$ cat config.mk
export PLATFORM = sky130hd
export DESIGN_NAME = io_window_decode
export DESIGN_NICKNAME = d
export VERILOG_FILES = /design/src/rtl/io_window_decode.sv
export SDC_FILE = /design/constraint.sdc
export NUM_CORES = 1
export LEC_CHECK = 0
export ABC_AREA = 1
export CAP_MARGIN = 30
export CORE_AREA = 2 2 225 227
export DETAILED_ROUTE_END_ITERATION = 8
export DIE_AREA = 0 0 227 229
export DONT_BUFFER_PORTS = 1
export PLACE_DENSITY = 0.3
export SLEW_MARGIN = 20
export SYNTH_ARGS = -nofsm -noshare
export SYNTH_HDL_FRONTEND = slang
export SYNTH_SLANG_ARGS = --single-unit
$ cat constraint.sdc
create_clock -name vclk -period 1.35
set_input_delay 0.0675 -clock vclk [all_inputs]
set_output_delay 0.0675 -clock vclk [all_outputs]
set_load 0.02 [all_outputs]
$ cat src/rtl/io_window_decode.sv
module io_window_decode #(
  parameter int XBITS  = 2,
  parameter int XSHIFT = 12,
  parameter int OBITS  = 3,
  parameter int OSHIFT = 8,
  parameter int NSYS   = 2,
  parameter int MAXI   = 4,
  parameter int NCLS   = 5,
  parameter int CLS_CNT  [NCLS] = '{2, 1, 2, 3, 1},
  parameter bit CLS_XD   [NCLS] = '{1'b0, 1'b0, 1'b1, 1'b0, 1'b1},
  parameter int CLS_NIRQ [NCLS] = '{1, 2, 1, 0, 3},
  parameter int CLS_EDGE [NCLS] = '{0, 1, 1, 0, 5}
) (
  input  logic                                io_sel,
  input  logic [31:0]                         addr,
  input  logic [(2**OBITS)*32-1:0]            rd_ord,
  input  logic [((2**XBITS)-1)*32-1:0]        rd_xd,
  input  logic [(2**OBITS)-1:0]               wt_ord_n,
  input  logic [(2**XBITS)-2:0]               wt_xd_n,
  input  logic [NSYS-1:0]                     irq_sys,
  input  logic [(2**OBITS)*MAXI-1:0]          irq_ord,
  input  logic [((2**XBITS)-1)*MAXI-1:0]      irq_xd,
  output logic [(2**XBITS)-1:0]               xsel,
  output logic [(2**OBITS)-1:0]               osel,
  output logic [31:0]                         rdata,
  output logic                                wait_n,
  output logic [31:0]                         sys_irq,
  output logic [31:0]                         irq_edge,
  output logic [31:0]                         irq_unused
);

  localparam int XSLOTS = 2**XBITS;
  localparam int OSLOTS = 2**OBITS;
  localparam int XTOP   = XSLOTS - 1;

  function automatic int dev_total(bit want_xd);
    int n = 0;
    for (int c = 0; c < NCLS; c++)
      if (CLS_XD[c] == want_xd) n += CLS_CNT[c];
    return n;
  endfunction

  function automatic int dev_first(int cls);
    int n = 0;
    for (int c = 0; c < cls; c++)
      if (CLS_XD[c] == CLS_XD[cls]) n += CLS_CNT[c];
    return n;
  endfunction

  function automatic int irq_first(int cls);
    int n = NSYS;
    for (int c = 0; c < cls; c++) n += CLS_CNT[c] * CLS_NIRQ[c];
    return n;
  endfunction

  function automatic int irq_widest();
    int n = 0;
    for (int c = 0; c < NCLS; c++)
      if (CLS_NIRQ[c] > n) n = CLS_NIRQ[c];
    return n;
  endfunction

  function automatic logic [31:0] edge_vec();
    logic [31:0] v = '0;
    for (int c = 0; c < NCLS; c++)
      for (int d = 0; d < CLS_CNT[c]; d++)
        for (int i = 0; i < CLS_NIRQ[c]; i++)
          if (((CLS_EDGE[c] >> i) & 1) == 1)
            v[irq_first(c) + d*CLS_NIRQ[c] + i] = 1'b1;
    return v;
  endfunction

  function automatic logic [31:0] unused_vec(int used);
    logic [31:0] v = '0;
    for (int b = 0; b < 32; b++) v[b] = (b >= used);
    return v;
  endfunction

  function automatic logic [OSLOTS-1:0] ord_pop_vec(int n);
    logic [OSLOTS-1:0] v = '0;
    for (int k = 0; k < OSLOTS; k++) v[k] = (k < n);
    return v;
  endfunction

  function automatic logic [XSLOTS-2:0] xd_pop_vec(int n);
    logic [XSLOTS-2:0] v = '0;
    for (int k = 0; k < XSLOTS-1; k++) v[k] = (k < n);
    return v;
  endfunction

  localparam int NORD   = dev_total(1'b0);
  localparam int NXD    = dev_total(1'b1);
  localparam int NIRQ_T = irq_first(NCLS);
  localparam logic [OSLOTS-1:0] ORD_POP = ord_pop_vec(NORD);
  localparam logic [XSLOTS-2:0] XD_POP  = xd_pop_vec(NXD);

  if (XBITS < 1 || NSYS < 1)
    $error("io_window_decode: XBITS and NSYS must be at least 1");
  if (NORD > OSLOTS)
    $error("io_window_decode: %0d ordinary devices exceed %0d slots", NORD, OSLOTS);
  if (NXD > XSLOTS - 1)
    $error("io_window_decode: %0d extended devices exceed %0d slots", NXD, XSLOTS - 1);
  if (NIRQ_T > 32)
    $error("io_window_decode: %0d interrupt lines exceed 32", NIRQ_T);
  if (irq_widest() > MAXI)
    $error("io_window_decode: a class has more than MAXI interrupt lines");

  logic [XBITS-1:0] xf;
  logic [OBITS-1:0] of;

  assign xf = addr[XSHIFT +: XBITS];
  assign of = addr[OSHIFT +: OBITS];

  assign xsel = {{(XSLOTS-1){1'b0}}, io_sel} << xf;
  assign osel = {{(OSLOTS-1){1'b0}}, xsel[XTOP]} << of;

  always_comb begin
    rdata = '0;
    if (xf == XBITS'(XTOP)) begin
      for (int k = 0; k < OSLOTS; k++)
        if (k < NORD && of == OBITS'(k)) rdata = rd_ord[k*32 +: 32];
    end else begin
      for (int k = 0; k < XSLOTS-1; k++)
        if (k < NXD && xf == XBITS'(k)) rdata = rd_xd[k*32 +: 32];
    end
  end

  assign wait_n = (&(wt_ord_n | ~ORD_POP)) & (&(wt_xd_n | ~XD_POP));

  always_comb begin
    sys_irq = '0;
    for (int s = 0; s < NSYS; s++) sys_irq[s] = irq_sys[s];
    for (int c = 0; c < NCLS; c++)
      for (int d = 0; d < CLS_CNT[c]; d++)
        for (int i = 0; i < CLS_NIRQ[c]; i++)
          if (CLS_XD[c])
            sys_irq[irq_first(c) + d*CLS_NIRQ[c] + i] = irq_xd[(dev_first(c)+d)*MAXI + i];
          else
            sys_irq[irq_first(c) + d*CLS_NIRQ[c] + i] = irq_ord[(dev_first(c)+d)*MAXI + i];
  end

  assign irq_edge   = edge_vec();
  assign irq_unused = unused_vec(NIRQ_T);

  always_comb begin
    p_sel_idle_r3: assert (io_sel || (xsel == '0 && osel == '0))
      else $error("selects active while strobe low");
    p_xsel_onehot_r1: assert ($onehot0(xsel) && (!io_sel || $countones(xsel) == 1))
      else $error("extended select not one-hot");
    p_osel_nested_r2: assert ($onehot0(osel) && (osel == '0 || (io_sel && xsel[XTOP])))
      else $error("ordinary select outside top extended slot");
    p_irq_spare_zero_r9: assert ((sys_irq & irq_unused) == '0)
      else $error("unused interrupt bit driven");
  end

endmodule

==> qor.yml, run 1 <==
dieHeight_um: 229
crit_path_end_kind: "primary output"
layout_common_cells: "141 x sky130_fd_sc_hd__nand2_1, 132 x sky130_fd_sc_hd__nor2_1, 85 x sky130_fd_sc_hd__conb_1"
crit_arrival_ns: 1.24
grt-ovfl-total: 0
status: "finished clean"
setup_tns_ns: 0
final.setup.worst_slack_ns: 0.0401
initial_core_util_pct: 6.78
routed_via_density: 3.06
yosys_warnings: 0
drtAntennaViolNets: 0
setup_repair_after_global_routing_missed_its_margin: "true"
vias: 4200
min-delay-start: "irq_ord[4]"
grt_antenna_before_repair: 5
timing.max_cap.violations: 0
dieArea_um2: 52000
peakVddDrop_mv: 0.137
core_area_um2: 49700
pin_count_of_the_biggest_net_entering_global_routing: 39
synth.yosys.seq_area_share_pct: 0
most_frequent_standard_cell_in_the_layout_excluding_fill_and_tap_cells: "sky130_fd_sc_hd__nand2_1"
timing.final.max_slew_violations: 0
port_buffers: 0
finalWeightedCongestion: 0.796
drt_drc_violations_left: 0
proportion_of_layout_cells_with_a_drive_suffix_above_1_pct: 17.4
final_nets: 1139
initialDrtViolationCount: 226
sequential_cell_total: 0
die_width_um: 227
worst_slew_pin_slew_ns: 0.653
placementRows: 82
hp-class: "primary input to primary output"
finalWorstPathRequiredPeriod_ns: 1.31
routed_wire_length_per_instance_um: 17.4
startpoint_type: "primary input"
number_of_failing_setup_endpoints_in_the_final_timing_report: 0
grt_first_pass_wirelength_mm: 30.0
achievable-frequency_mhz: 763
postSynthAreaPerCell_um2: 4.99
routed_wl_mm: 23.8
netlist-cell-type-count: 25
p_per_area_nw_per_um2: 343
ctsHoldBuffers: 0
worst_slew_margin_relative_to_its_limit_pct: 56.1
dr.pass1.iters: 5
path_max_fanout: 17
synthToLayoutAreaGrowth_pct: 37.4
hold_ws_ns: 0.135
whs_path_depth: 0
fin_total_pwr_mw: 1.59
power_leakage_nw: 2.14
sequential_cell_area_um2: 0
syn_inst_count: 675
syn_area_um2: 3370
clock_buffers: 0
io-pin-count: 583
min_delay_worst_endpoint: "sys_irq[3]"
hpwl_mm: 21.0
pre_cts_ws_ns: -0.250
hold_viol_final: 0
worst-endpoint-required_ns: 1.28
groute.usage.overall_pct: 8.39
period_utilization_post_route_pct: 97.0
first_global_vias: 4079
worst-setup-path-type: "primary input to primary output"
synthesized netlist by cell type:
| library cell | instances | area share, % |
|---|---|---|
| sky130_fd_sc_hd__nand2_1 | 166 | 18 |
| sky130_fd_sc_hd__nor2_1 | 139 | 15 |
| sky130_fd_sc_hd__buf_4 | 99 | 22 |
| sky130_fd_sc_hd__inv_1 | 55 | 6.1 |
| sky130_fd_sc_hd__nand3_1 | 50 | 7.4 |
| sky130_fd_sc_hd__a21oi_1 | 30 | 4.5 |
| sky130_fd_sc_hd__clkbuf_1 | 21 | 2.3 |
| sky130_fd_sc_hd__a221oi_1 | 19 | 4.9 |
| sky130_fd_sc_hd__o21ai_0 | 17 | 2.5 |
| sky130_fd_sc_hd__nand4_1 | 16 | 3.0 |
| sky130_fd_sc_hd__o211ai_1 | 15 | 3.3 |
| sky130_fd_sc_hd__a22o_1 | 13 | 3.4 |
| sky130_fd_sc_hd__buf_2 | 10 | 1.5 |
| sky130_fd_sc_hd__nor3_1 | 4 | 0.59 |
| sky130_fd_sc_hd__nor4_1 | 4 | 0.74 |
| sky130_fd_sc_hd__buf_1 | 3 | 0.33 |
| sky130_fd_sc_hd__buf_6 | 3 | 1.0 |
| sky130_fd_sc_hd__conb_1 | 2 | 0.22 |
| sky130_fd_sc_hd__inv_4 | 2 | 0.37 |
| sky130_fd_sc_hd__nor2_2 | 2 | 0.37 |
| sky130_fd_sc_hd__clkbuf_2 | 1 | 0.15 |
| sky130_fd_sc_hd__inv_2 | 1 | 0.11 |
| sky130_fd_sc_hd__inv_6 | 1 | 0.26 |
| sky130_fd_sc_hd__nor3_2 | 1 | 0.30 |
| sky130_fd_sc_hd__nor3_4 | 1 | 0.48 |
through the flow:
| step | cell area, um^2 | utilization (%) | instances |
|---|---|---|---|
| 2_1_floorplan | 3680 | - | 758 |
| 3_3_place_gp | 4420 | 8.89 | 1365 |
| 3_5_place_dp | 4420 | 8.89 | 1365 |
| 4_1_cts | 4510 | 9.09 | 1365 |
| 5_1_grt | 4630 | 9.32 | 1371 |
| 6_report | 4630 | 9.32 | 1371 |
where the power goes:
part	switching [mW]	total [mW]	internal (mW)
sequential	0	0	0
clock	0	0.000000397	0.000000397
combinational	1.06	1.59	0.528
critical path, cell delays in order:
cell,delay (ns)
sky130_fd_sc_hd__inv_6,0.06
sky130_fd_sc_hd__buf_4,0.15
sky130_fd_sc_hd__nor3_4,0.04
sky130_fd_sc_hd__buf_6,0.12
sky130_fd_sc_hd__buf_4,0.17
sky130_fd_sc_hd__a21oi_2,0.20
sky130_fd_sc_hd__nand2_1,0.13
sky130_fd_sc_hd__nand2_1,0.07
sky130_fd_sc_hd__nand2_1,0.08
sky130_fd_sc_hd__buf_12,0.14
what timing repair did:
action,in CTS,in global routing
hold endpoints to repair,0,0
resized for setup,31,24
buffers inserted,0,2
pin swaps,0,3
setup endpoints to repair,28,24
logic make-up after synthesis:
group	after synthesis	share of synthesized area (%)
other cells	2	0.223
compound gates	94	18.6
simple gates	383	46.9
buf+inv	196	34.2
worst max path at each step:
stage,from,endpoint,cells after the start,slack (ns)
after floorplan,addr[12],osel[0],4,-0.07
after global routing,addr[10],rdata[22],11,-0.02
after detailed placement,addr[10],rdata[13],8,-0.25
after CTS,addr[10],rdata[22],10,0.0002
after global placement,addr[10],rdata[13],8,-0.23
final,addr[10],rdata[24],10,0.04
cell type report:
class / instances / area [um^2]
Fill cell: 5941 / 45000
Multi-Input combinational cell: 562 / 2700
Timing Repair Buffer: 74 / 852
Tap cell: 672 / 841
Inverter: 59 / 231
Antenna cell: 4 / 10.0
per-layer routing:
| metal | track usage [%] | part of all wire (%) | vias to the layer above |
|---|---|---|---|
| met4 | 1.92 | 2.0 | 2 |
| met2 | 13.7 | 45 | 269 |
| met5 | 0 | 0.055 | - |
| li1 | - | - | 2048 |
| met1 | 11.3 | 46 | 1859 |
| met3 | 1.57 | 7.6 | 22 |
Note: power is estimated with default switching activity, not from simulation.
==> inputs of run 2 (changes only) <==
Settings changed: BUFFER_PORTS_ARGS set to -buffer_cell sky130_fd_sc_hd__buf_2, CORE_AREA 2 2 225 227 to 2 2 229 231, DIE_AREA 0 0 227 229 to 0 0 231 233, DONT_BUFFER_PORTS 1 to not set, PLACE_DENSITY 0.3 to 0.31, REMOVE_ABC_BUFFERS set to 1.
==> run 2 against run 1 <==
  * The run now ends with setup timing left
  * Critical path depth stayed put
  * First-iteration DRC count is 33% lower
  * Cell count is 25% higher
  * Die area rose by 3.5%
  * Count of clock-buffer cells in the layout did not move
  * Largest cell class unchanged
==> qor.yml, run 2 (synthesis results as in run 1) <==
core_area_um2: 51100  # +2.9%
grt_first_pass_wirelength_mm: 37.6  # +25%
initial_core_util_pct: 6.59  # -0.19 points
final_nets: 1482  # +30%
synthToLayoutAreaGrowth_pct: 103
dieArea_um2: 53800  # +3.5%
most_frequent_standard_cell_in_the_layout_excluding_fill_and_tap_cells: "sky130_fd_sc_hd__buf_2"
hold_ws_ns: 0.135  # +0.000443 ns
final.setup.worst_slack_ns: -0.0738  # -0.114 ns
hpwl_mm: 25.0  # +19%
finalWeightedCongestion: 0.787  # -1.1%
worst-endpoint-required_ns: 1.28  # about the same
crit_arrival_ns: 1.36  # +0.12 ns
peakVddDrop_mv: 0.140  # +1.7%
initialDrtViolationCount: 151  # -33%
startpoint_type: "primary input"
clock_buffers: 0  # unchanged
layout_common_cells: "315 x sky130_fd_sc_hd__buf_2, 139 x sky130_fd_sc_hd__nand2_1, 116 x sky130_fd_sc_hd__nor2_1"
p_per_area_nw_per_um2: 327  # -4.9%
drt_drc_violations_left: 0  # unchanged
groute.usage.overall_pct: 9.83  # +1.4 points
dr.pass1.iters: 4  # -1
achievable-frequency_mhz: 702  # -8.0%
min-delay-start: "irq_sys[1]"
grt_antenna_before_repair: 6  # +1
setup_repair_after_global_routing_missed_its_margin: "true"
period_utilization_post_route_pct: 105  # +8.4 points
first_global_vias: 5373  # +32%
path_cells: "buf_12 -> buf_4 -> nor3_4 -> inv_4 -> buf_12 -> nor2_1 -> nor2_1 -> nand2_1 -> nand2_1 -> buf_4"
timing.final.max_slew_violations: 0  # unchanged
timing.max_cap.violations: 0  # unchanged
placementRows: 83  # +1.2%
vias: 5520  # +31%
proportion_of_layout_cells_with_a_drive_suffix_above_1_pct: 48.6  # +31 points
port_buffers: 348  # +348
power_leakage_nw: 3.65  # +71%
violated_checks: "setup timing"
finalWorstPathRequiredPeriod_ns: 1.42  # +0.114 ns
min_delay_worst_endpoint: "sys_irq[1]"
status: "finished with violations"
hold_viol_final: 0  # unchanged
cpMaxStageDelayCell: "sky130_fd_sc_hd__nor3_4"
fill_cells: 6119  # +3.0%
routed_via_density: 3.21  # +4.8%
layout.cells.non_filler: 1720  # +25%
hp-class: "primary input to primary output"
routed_wl_mm: 28.7  # +20%
dieHeight_um: 233  # +1.7%
critPathMaxStageDelay_ns: 0.24  # +0.04 ns
drtAntennaViolNets: 0  # unchanged
whs_path_depth: 0  # unchanged
layout.core_utilization_pct: 13.4  # +4.1 points
sequential_cell_total: 0  # unchanged
number_of_failing_setup_endpoints_in_the_final_timing_report: 12  # +12
routed_wire_length_per_instance_um: 16.7  # -4.1%
critPathTopFamily: "buffers and inverters"
io-pin-count: 583  # unchanged
sequential_cell_area_um2: 0  # unchanged
worst-setup-path-type: "primary input to primary output"
die_width_um: 231  # +1.8%
path_max_fanout: 5  # -12
crit_path_end_kind: "primary output"
dpl.cell_count: 1708  # +25%
crit_buf_inv: 5  # unchanged
pin_count_of_the_biggest_net_entering_global_routing: 31  # -21%
fin_total_pwr_mw: 2.23  # +40%
grt-ovfl-total: 0  # unchanged
run 2: report_power, final:
part             total, mW  internal [mW]  switching, mW
Sequential               0              0              0
Combinational         2.23          0.964           1.27
Clock          0.000000198    0.000000198              0
Total                 2.23          0.964           1.27
run 2: through the flow:
stage               cell area (um^2)  setup WS [ns]  setup TNS, ns
global placement                6030         -0.359          -5.09
CTS                             6600        -0.0787         -0.915
finish                          6840        -0.0738         -0.253
floorplan                       2760         -0.555         -12.86
global route                    6830         -0.120          -2.49
detailed placement              6030         -0.355          -5.15
run 2: what timing repair did:
action                     in CTS  in global routing
setup endpoints to repair      34                 37
cloned                          3                  1
buffers inserted                4                  2
hold buffers                    0                  0
gates resized for setup       143                 57
pin swaps                      33                 21
run 2: how the worst max path moves through the flow:
stage | depth (start not counted) | start | to | slack [ns]
after global placement | 11 | addr[9] | rdata[3] | -0.36
after floorplan | 4 | addr[12] | osel[0] | -0.55
after CTS | 12 | addr[10] | rdata[10] | -0.08
after detailed placement | 9 | addr[8] | rdata[3] | -0.36
after global routing | 10 | addr[9] | rdata[28] | -0.12
final | 10 | addr[9] | rdata[3] | -0.07
run 2: final cells by class:
type                       instances  area (um^2)  share of cell area (%)
multi-input combinational        562         2910                    42.5
timing repair buffer             417         2840                    41.5
tap                              680          851                    12.4
inverter                          59          236                    3.46
antenna                            2         5.00                  0.0732
run 2: per-layer routing:
layer / part of all wire [%] / vias to the layer above / wire length [um] / GRT usage [%]
met5: 0.65 / - / 186 / 2.21
met4: 0.86 / 6 / 246 / 0.706
met3: 11 / 20 / 3050 / 3.80
met2: 47 / 314 / 13600 / 16.9
met1: 41 / 2444 / 11600 / 11.8
li1: - / 2736 / - / -
==> inputs of run 3 (changes only) <==
Settings changed: ABC_AREA 1 to not set, CAP_MARGIN 30 to 20, CORE_AREA 2 2 229 231 to 2 2 225 227, DIE_AREA 0 0 231 233 to 0 0 227 229, PLACE_DENSITY 0.31 to 0.32.
==> run 3 against run 2 <==
  * The run still ends with setup timing left
  * Wire length shrank 3.5%
  * Highest routed layer unchanged
  * Critical path depth down 3
  * Sequential share of layout area is the same
  * Critical path type unchanged
  * Largest cell class is now buffers
  * Sequential cell count stayed put
  * Largest power group unchanged
==> qor.yml, run 3 <==
setup_repair_after_global_routing_missed_its_margin: "true"
grt_antenna_before_repair: 8  # +2
grt_first_pass_wirelength_mm: 36.3  # -3.3%
p_per_area_nw_per_um2: 347  # +6.1%
synth.yosys.seq_area_share_pct: 0  # unchanged
globalRoute.busiestLayer: "met2"
yosysMostFrequentCell: "sky130_fd_sc_hd__buf_4"
die_width_um: 227  # -1.7%
initialDrtViolationCount: 136  # -9.9%
syn_area_um2: 3310  # -1.6%
routed_wl_mm: 27.7  # -3.5%
peakVddDrop_mv: 0.106  # -24%
crit_arrival_ns: 1.31  # -0.05 ns
most_frequent_standard_cell_in_the_layout_excluding_fill_and_tap_cells: "sky130_fd_sc_hd__buf_2"
final.setup.worst_slack_ns: -0.0236  # +0.0502 ns
synthToLayoutAreaGrowth_pct: 101
routed_wire_length_per_instance_um: 18.8  # +13%
timing.max_cap.violations: 0  # unchanged
power_leakage_nw: 3.11  # -15%
placementRows: 82  # -1.2%
syn_inst_count: 430  # -36%
pin_count_of_the_biggest_net_entering_global_routing: 26  # -16%
worst-endpoint-required_ns: 1.28  # about the same
achievable-frequency_mhz: 728  # +3.7%
startpoint_type: "primary input"
grtUsageMet2_pct: 17.1  # +0.17 points
ctsHoldBuffers: 0  # unchanged
port_buffers: 348  # unchanged
path_max_fanout: 8  # +3
timing.final.max_slew_violations: 0  # unchanged
crit_path_end_kind: "primary output"
sequential_cell_area_um2: 0  # unchanged
routed_via_density: 3.24  # +1.0%
core_area_um2: 49700  # -2.8%
finalWeightedCongestion: 0.735  # -6.6%
post-synth-top-area-fraction_pct: 22.7  # +0.58 points
netlist-cell-type-count: 29  # +16%
vias: 4766  # -14%
sequential_cell_total: 0  # unchanged
proportion_of_layout_cells_with_a_drive_suffix_above_1_pct: 60.9  # +12 points
yosys_warnings: 0  # unchanged
dieArea_um2: 52000  # -3.4%
violated_checks: "setup timing"
layout.core_utilization_pct: 13.4  # +0.040 points
dieHeight_um: 229  # -1.7%
worst-setup-path-type: "primary input to primary output"
grt-ovfl-total: 0  # unchanged
netlist.top_cell.by_area: "sky130_fd_sc_hd__buf_4"
status: "finished with violations"
clock_buffers: 0  # unchanged
hpwl_mm: 22.9  # -8.6%
grt_use_met3_pct: 4.28  # +0.49 points
synthTopCellsByCount: "100 x sky130_fd_sc_hd__buf_4, 64 x sky130_fd_sc_hd__mux2i_1"
postSynthAreaPerCell_um2: 7.71  # +54%
fin_total_pwr_mw: 2.31  # +3.4%
final_nets: 1240  # -16%
hold_viol_final: 0  # unchanged
drtAntennaViolNets: 0  # unchanged
layout_common_cells: "313 x sky130_fd_sc_hd__buf_2, 85 x sky130_fd_sc_hd__conb_1, 65 x sky130_fd_sc_hd__buf_4"
drt_drc_violations_left: 0  # unchanged
io-pin-count: 583  # unchanged
number_of_failing_setup_endpoints_in_the_final_timing_report: 8  # -4
hp-class: "primary input to primary output"
synth.area.top_cells: "sky130_fd_sc_hd__buf_4 23%, sky130_fd_sc_hd__mux2i_1 19%, sky130_fd_sc_hd__mux2_2 11%"
first_global_vias: 5092  # -5.2%
groute.usage.overall_pct: 9.95  # +0.13 points
period_utilization_post_route_pct: 102  # -3.7 points
initial_core_util_pct: 6.67  # +0.082 points
use_met1_pct: 11.6  # -0.24 points
dr.pass1.iters: 4  # unchanged
finalWorstPathRequiredPeriod_ns: 1.37  # -0.0502 ns
==> run 3: changes by cell type after synthesis, sizes merged, moves of 17 or more <==
cell / before / now
or4: 0 / 32
o221ai: 0 / 32
o211ai: 15 / 32
inv: 59 / 1
a2bb2oi: 0 / 32
nand3: 50 / 2
nor2: 141 / 3
mux2i: 0 / 64
mux2: 0 / 32
a221oi: 19 / 0
a21oi: 30 / 0
nand2: 166 / 6
==> run 3: what timing repair did <==
action | 4_1_cts | 5_1_grt
setup buffers | 12 | 2
setup endpoints to repair | 36 | 32
gates resized for setup | 96 | 18
pin swaps | 34 | 8
gates cloned | 7 | 0
==> run 3: cell type report <==
class / count / area [um^2]
fill: 5795 / 43000
timing repair buffer: 427 / 2980
tap: 672 / 841
antenna: 2 / 5.00
multi-input combinational: 368 / 2830
inverter: 1 / 16.3
==> run 3: cell families after synthesis <==
| group | share of synthesized area (%) |
|---|---|
| other cells | 0.227 |
| buf+inv | 28.9 |
| compound gates | 29.0 |
| simple gates | 11.7 |
| mux | 30.2 |
==> run 3: layer usage <==
metal / share of wire [%] / vias to the layer above
met5: 0.84 / -
met4: 1.2 / 10
met3: 12 / 24
met2: 46 / 316
met1: 40 / 2165
li1: - / 2251
==> run 3: power breakdown <==
group | switching [mW] | total [mW] | internal, mW
clock network | 0 | 0.000000199 | 0.000000199
registers | 0 | 0 | 0
logic | 1.19 | 2.31 | 1.12
total | 1.19 | 2.31 | 1.12
==> run 3: critical path: stages <==
cell	delay, ns
sky130_fd_sc_hd__buf_16	0.13
sky130_fd_sc_hd__buf_12	0.15
sky130_fd_sc_hd__buf_12	0.14
sky130_fd_sc_hd__mux2i_1	0.11
sky130_fd_sc_hd__or4_1	0.40
sky130_fd_sc_hd__o211ai_1	0.12
sky130_fd_sc_hd__buf_4	0.18
==> run 3: path summary, 6_finish.rpt <==
kind | endpoint | cells after the start | slack (ns) | start
worst max-delay path | rdata[19] | 7 | -0.02 | addr[8]
worst min-delay path | sys_irq[1] | 0 | 0.14 | irq_sys[1]
==> run 3: through the flow <==
| step | hold slack [ns] | worst slack, ns | area (um^2) | instances | setup TNS (ns) |
|---|---|---|---|---|---|
| 2_1_floorplan | 0.135 | -0.294 | 2670 | 369 | -9.84 |
| 3_3_place_gp | 0.136 | -0.546 | 5950 | 1448 | -5.66 |
| 3_5_place_dp | 0.136 | -0.523 | 5950 | 1448 | -5.44 |
| 4_1_cts | 0.136 | -0.0553 | 6590 | 1467 | -0.484 |
| 5_1_grt | 0.135 | -0.0981 | 6660 | 1469 | -1.85 |
| 6_report | 0.136 | -0.0236 | 6670 | 1470 | -0.0804 |
